**src/rtl/extclk_pkg.sv**
```systemverilog
package extclk_pkg;

  // Number of consecutive samples the filter needs for a given code.
  function automatic int unsigned filt_samples(input int unsigned code);
    return (code == 0) ? 1 : 2 * code;
  endfunction

endpackage

```
**src/rtl/extclk_sync.sv**
```systemverilog
module extclk_sync #(
  parameter int STAGES = 2
) (
  input  logic clk,
  input  logic rst,
  input  logic pin_i,
  input  logic invert_i,
  output logic lvl_o
);

  logic [STAGES-1:0] chain_q;

  generate
    for (genvar g = 0; g < STAGES; g++) begin : g_stage
      if (g == 0) begin : g_first
        always_ff @(posedge clk) begin
          if (rst) chain_q[0] <= 1'b0;
          else     chain_q[0] <= pin_i;
        end
      end else begin : g_next
        always_ff @(posedge clk) begin
          if (rst) chain_q[g] <= 1'b0;
          else     chain_q[g] <= chain_q[g-1];
        end
      end
    end
  endgenerate

  assign lvl_o = chain_q[STAGES-1] ^ invert_i;

endmodule

```
**src/rtl/extclk_filter.sv**
```systemverilog
module extclk_filter #(
  parameter int FILT_W = 4
) (
  input  logic              clk,
  input  logic              rst,
  input  logic [FILT_W-1:0] code_i,
  input  logic              lvl_i,
  output logic              lvl_o
);

  localparam int MAXN  = 2 * ((1 << FILT_W) - 1);
  localparam int CNT_W = $clog2(MAXN + 1);

  logic [CNT_W-1:0] need_m1;
  logic [CNT_W-1:0] cnt_q;
  logic             lvl_q;

  always_comb begin
    need_m1 = CNT_W'(extclk_pkg::filt_samples(int'(code_i)) - 1);
  end

  always_ff @(posedge clk) begin
    if (rst) begin
      cnt_q <= '0;
      lvl_q <= 1'b0;
    end else if (lvl_i == lvl_q) begin
      cnt_q <= '0;
    end else if (cnt_q >= need_m1) begin
      lvl_q <= lvl_i;
      cnt_q <= '0;
    end else begin
      cnt_q <= cnt_q + 1'b1;
    end
  end

  assign lvl_o = lvl_q;


  filt_hold_chk: assert property (@(posedge clk) disable iff (rst)
    (lvl_i == lvl_q) |=> $stable(lvl_q));


  filt_move_chk: assert property (@(posedge clk) disable iff (rst)
    (!$stable(lvl_q)) |-> $past(cnt_q >= need_m1));


  filt_restart_chk: assert property (@(posedge clk) disable iff (rst)
    (lvl_i == lvl_q) |=> (cnt_q == '0));


  filt_range_chk: assert property (@(posedge clk) disable iff (rst)
    cnt_q < CNT_W'(MAXN));

endmodule

```
**src/rtl/extclk_edge_div.sv**
```systemverilog
module extclk_edge_div #(
  parameter int DIV_W = 2
) (
  input  logic             clk,
  input  logic             rst,
  input  logic [DIV_W-1:0] code_i,
  input  logic             lvl_i,
  output logic             cen_o
);

  localparam int CNT_W = (1 << DIV_W) - 1;

  logic             prev_q;
  logic [DIV_W-1:0] code_q;
  logic [CNT_W-1:0] cnt_q;
  logic [CNT_W-1:0] lim;
  logic             cen_q;
  logic             rise;

  always_comb begin
    lim  = CNT_W'((1 << code_i) - 1);
    rise = lvl_i & ~prev_q;
  end

  always_ff @(posedge clk) begin
    if (rst) begin
      prev_q <= 1'b0;
      code_q <= '0;
      cnt_q  <= '0;
      cen_q  <= 1'b0;
    end else begin
      prev_q <= lvl_i;
      code_q <= code_i;
      cen_q  <= 1'b0;
      if (code_i != code_q) begin
        cnt_q <= '0;
      end else if (rise) begin
        if (cnt_q >= lim) begin
          cnt_q <= '0;
          cen_q <= 1'b1;
        end else begin
          cnt_q <= cnt_q + 1'b1;
        end
      end
    end
  end

  assign cen_o = cen_q;


  cen_single_chk: assert property (@(posedge clk) disable iff (rst)
    cen_q |=> !cen_q);


  div_range_chk: assert property (@(posedge clk) disable iff (rst)
    (code_i == code_q) |-> (cnt_q <= lim));


  div_clear_chk: assert property (@(posedge clk) disable iff (rst)
    (code_i != code_q) |=> (cnt_q == '0 && !cen_q));


  cen_cause_chk: assert property (@(posedge clk) disable iff (rst)
    $rose(cen_q) |-> $past(lvl_i && !prev_q));

endmodule

```
**src/rtl/extclk_conditioner.sv**
```systemverilog
module extclk_conditioner #(
  parameter int FILT_W      = 4,
  parameter int DIV_W       = 2,
  parameter int SYNC_STAGES = 2
) (
  input  logic              clk,
  input  logic              rst,
  input  logic              ext_pin_i,
  input  logic              invert_i,
  input  logic [FILT_W-1:0] filt_code_i,
  input  logic [DIV_W-1:0]  div_code_i,
  output logic              cnt_en_o
);

  logic sync_lvl;
  logic filt_lvl;

  extclk_sync #(.STAGES(SYNC_STAGES)) u_sync (
    .clk      (clk),
    .rst      (rst),
    .pin_i    (ext_pin_i),
    .invert_i (invert_i),
    .lvl_o    (sync_lvl)
  );

  extclk_filter #(.FILT_W(FILT_W)) u_filter (
    .clk    (clk),
    .rst    (rst),
    .code_i (filt_code_i),
    .lvl_i  (sync_lvl),
    .lvl_o  (filt_lvl)
  );

  extclk_edge_div #(.DIV_W(DIV_W)) u_div (
    .clk    (clk),
    .rst    (rst),
    .code_i (div_code_i),
    .lvl_i  (filt_lvl),
    .cen_o  (cnt_en_o)
  );


  rst_quiet_chk: assert property (@(posedge clk)
    $past(rst) |-> !cnt_en_o);

endmodule

```
**config.mk**
```make
export PLATFORM = sky130hd
export DESIGN_NAME = extclk_conditioner
export DESIGN_NICKNAME = d
export VERILOG_FILES = /design/src/rtl/extclk_pkg.sv /design/src/rtl/extclk_sync.sv /design/src/rtl/extclk_filter.sv /design/src/rtl/extclk_edge_div.sv /design/src/rtl/extclk_conditioner.sv
export SDC_FILE = /design/constraint.sdc
export NUM_CORES = 1
export LEC_CHECK = 0
export BUFFER_PORTS_ARGS = -buffer_cell sky130_fd_sc_hd__buf_2
export CAP_MARGIN = 30
export CELL_PAD_IN_SITES_DETAIL_PLACEMENT = 1
export CELL_PAD_IN_SITES_GLOBAL_PLACEMENT = 1
export CORE_MARGIN = 4
export CORE_UTILIZATION = 45
export CTS_CLUSTER_SIZE = 16
export DETAILED_ROUTE_END_ITERATION = 16
export HOLD_SLACK_MARGIN = 0.03
export PLACE_DENSITY = 0.93
export SLEW_MARGIN = 10
export SYNTH_ARGS = -nofsm -noshare
export SYNTH_HDL_FRONTEND = slang
export SYNTH_HIERARCHICAL = 1
export SYNTH_SLANG_ARGS = --single-unit
```
**constraint.sdc**
```tcl
create_clock -name clk -period 5.35 [get_ports clk]
set_input_delay 0.2675 -clock clk [delete_from_list [all_inputs] [get_ports clk]]
set_output_delay 0.2675 -clock clk [all_outputs]
set_load 0.01 [all_outputs]
```
==> metrics.md <==
| Metric | Value |
|---|---|
| Post-synth top area share | `0.3620` |
| Area growth, synth to finish | `13.42%` |
| Final worst setup slack | `3.364 ns` |
| Met2 Use GR | `0.2511` |
| Placed insts | `between 100 and 150` |
| Synth cell count leaders | `15 x dfxtp_1, 10 x ha_1, 10 x nor2_1, 7 x a21oi_1` |
| Hold buffers post-CTS | `0` |
| Arr. time, crit path | `2.22 ns` |
| Main combinational cell family by area after synthesis | `simple AND/OR/NAND/NOR gates` |
| Setup bufs post-CTS | `0` |
| Worst Max-Slew Pin Slew | `0.4598 ns` |
| Worst Path Class, Setup | `in2reg` |
| Crit path from | `filt_code_i[0]` |
| Die width | `50.94 um` |
| Post-synthesis sequential area ratio | `0.3620` |
| Maximum vdd ir drop | `0.2308 mV` |
| RD Place Congestion | `0.7142` |
| Max_cap viols | `0` |
| Simple-gate share of the synthesized area | `0.2428` |
| Largest net degree at the start of global routing | `11` |
| Site Rows | `15` |
| Crit end category | `flop` |
| Worst path required time | `5.58 ns` |
| Synth warnings | `6` |
| Critical Path End | `u_filter/cnt_q[2]$_SDFF_PP0_` |
| Final hold violations | `0` |
| Critical path launch point type | `input port` |
| Placeable Area | `0.001745 sq mm` |
| RSZ-0062 raised after global routing | `false` |
| 1st-iter DRT viols | `5` |
| Crit-path most repeated cell | `a21oi_1` |
| PD cells | `230.1 mW/mm^2` |
| Compound-cell area share of the yosys netlist | `0.1312` |
| Layout Nets | `124` |
| Vias | `668` |
| Fin. max-slew vios | `0` |
| Type of the worst min-delay path | `in2reg` |
| Slowest-stage cell, CP | `or4_4` |
| Mux share of post-synthesis cell area | `0.01207` |
| Synth area leader | `dfxtp_1` |
| Asr flop ratio synth | `0` |
| Layout Skew | `0.001788 ns` |
| Utilization after layout | `0.5391` |
| Die area | `0.002594 sq mm` |
| Grt met3 use | `0.07580` |
| Clock Tree Buf Depth | `2` |
| Antenna Nets Post-Route | `0` |
| Most used routing layer | `met2` |
| First-pass iteration count of the detailed router | `2` |
| Clk root buf | `clkbuf_4` |
| Global-route wire length before repair | `3008 um` |
| Final setup TNS | `0 ns` |
| Clock transition at path regs | `0.09 ns` |
| Hold wc startpoint | `ext_pin_i` |
| Ports | `11` |
| Status | `completed` |
| Clock latency on the worst-skew pair | `0.29 ns` |
| Net count after synthesis | `109` |
| Cell Chain, Critical Path | `buf_2 > nor4_1 > nor3_1 > a21oi_1 > ha_1 > a21oi_1 > o21ai_1 > or4_4 > nor2_1` |
| Final Cycle Share | `0.3712` |
| TritonCTS Buffers | `3` |
| DRC | `0` |
| FMAX | `0.5036 GHz` |
| Reg area | `300.3 sq um` |
| Layout cells sized above 1 | `0.2330` |
| Fillcell total | `219` |
| Slowest stage delay, CP | `roughly 0.47 ns` |
| Synth Area in XOR/XNOR | `0.07391` |
| Ranking of synthesized cells by area | `dfxtp_1 36%, ha_1 15%, xor2_1 5.3%, nor2_1 4.5%, nor2b_1 4.5%` |
| Max H-tree Level | `1` |
| Post-synthesis adder-cell area fraction | `0.1508` |
| Leakage | `0.3994 nW` |
| Antenna diode count | `0` |
| Setup WS pre-CTS | `approximately 3.0 ns` |
| Post-Synthesis Cells | `between 80 and 90` |
| Number of global-route vias before repair | `706` |
| RR Startpoint | `u_filter/cnt_q[4]$_SDFF_PP0_` |
| Die Y | `50.94 um` |
| Met1 Track Usage GR | `0.1747` |
| Initial antenna violation count | `0` |
| Finished Layout Cells | `approximately 130` |
| Post-synth EDFFs | `0` |
| #FFs+latches synth | `15` |
| Slew HR | `0.6907` |
| Netlist Area Pre-Place | `829.5 sq um` |
| Reg2reg setup slack | `~3.7 ns` |
| CTS resizes | `0` |
| Final min period | `a little under 2 ns` |
| CTS Sinks | `15` |
| Synth Flop Type | `dfxtp_1` |
| Syn avg cell area | `9.321 sq um` |
| WL final | `around 1700 um` |
| Netlist cell types | `29` |
| Reg2Reg Capture Point | `u_filter/cnt_q[2]$_SDFF_PP0_` |
| Number of cells on the worst reg-to-reg path | `5` |
| Starting density of the core | `0.4753` |
| CTS tree | `done` |
| Total power | `0.2165 mW` |
| Maximum fanout along the worst path | `6` |
| Count leader, synth | `dfxtp_1` |
| Number of port buffers | `10` |
| Wirelength per Cell | `13.06 um` |
| Post-DP HPWL | `1394 um` |
| Final setup viols | `0` |
| Multi-input combinational cell area | `506.7 sq um` |
| Grt total ovfl | `0` |
| GRT Util Overall | `0.1547` |
| Via-to-Cell Ratio | `5.219` |
-- power breakdown --
part / switching, mW / internal (mW) / leakage (nW)
clock network: 0.0387 / 0.0285 / 0.0139
registers: 0.00248 / 0.115 / 0.122
logic: 0.0168 / 0.0150 / 0.263
-- placed cells by master (no fill, tap or decap), types with 2 or more instances in the layout --
master    synthesis  final
ha_1             10     10
or2_2             2      2
o31ai_1           2      2
clkbuf_4          0      3
o21ai_1           2      2
inv_1             6      6
xnor2_1           2      2
buf_2             0     10
nor2b_1           6      6
dfxtp_1          15     15
a21oi_1           7      7
nand2_1           3      3
nor2_1           10     10
xor2_1            5      5
nand3_1           3      3
-- per-stage QoR --
| stage | area (sq um) | hold WS [ns] |
|---|---|---|
| after CTS | 940.9 | 0.1921 |
| after detailed placement | 910.9 | 0.4366 |
| after global placement | 910.9 | 0.4366 |
| after global routing | 940.9 | 0.2164 |
| final | 940.9 | 0.2115 |
| after floorplan | 829.5 | 0.3342 |
-- how the worst min path moves through the flow --
stage	to	slack (ns)	cells after the start
2_1_floorplan	u_div/code_q[1]$_SDFF_PP0_	0.33	1
3_3_place_gp	u_sync/chain_q[1]$_SDFF_PP0_	0.44	1
3_5_place_dp	u_sync/chain_q[1]$_SDFF_PP0_	0.44	1
4_1_cts	u_sync/chain_q[0]$_SDFF_PP0_	0.19	2
5_1_grt	u_sync/chain_q[0]$_SDFF_PP0_	0.22	2
6_report	u_sync/chain_q[0]$_SDFF_PP0_	0.21	2
-- critical path: cells and delay by family --
kind            cells  cell delay [ns]
compound gates      3             0.42
fa+ha+maj           1             0.25
buf+inv             1             0.13
simple gates        4             1.14
-- metal layers --
layer / up-vias / wire [um] / share of wire
li1: 335 / - / -
met1: 319 / 715 / 0.43
met2: 12 / 868 / 0.52
met3: 2 / 75 / 0.045
met4: 0 / 12 / 0.0072
met5: - / 0 / 0
-- sequential cells by signal (all words and copies together) (netlist names) --
name / flops
u_filter/cnt_q: 5
u_div/cen_o: 1
u_div/code_q: 2
u_filter/lvl_o: 1
u_sync/chain_q: 2
u_div/prev_q: 1
u_div/cnt_q: 3
-- cell type report --
class,instances,share of cell area
multi-input combinational,68,0.5386
timing repair buffer,10,0.05319
inverter,6,0.02394
tap,25,0.03324
clock inverter,1,0.007979
clock buffer,3,0.02394
sequential,15,0.3191
-- kinds of logic (layout without fill, tap and decap cells) --
kind of cell	Yosys count	after routing
simple gates	34	34
buf+inv	6	20
xor+xnor	7	7
fa+ha+maj	10	10
mux	1	1
compound gates	16	16
flops	15	15
No activity file was read; power rests on OpenSTA's default activity.
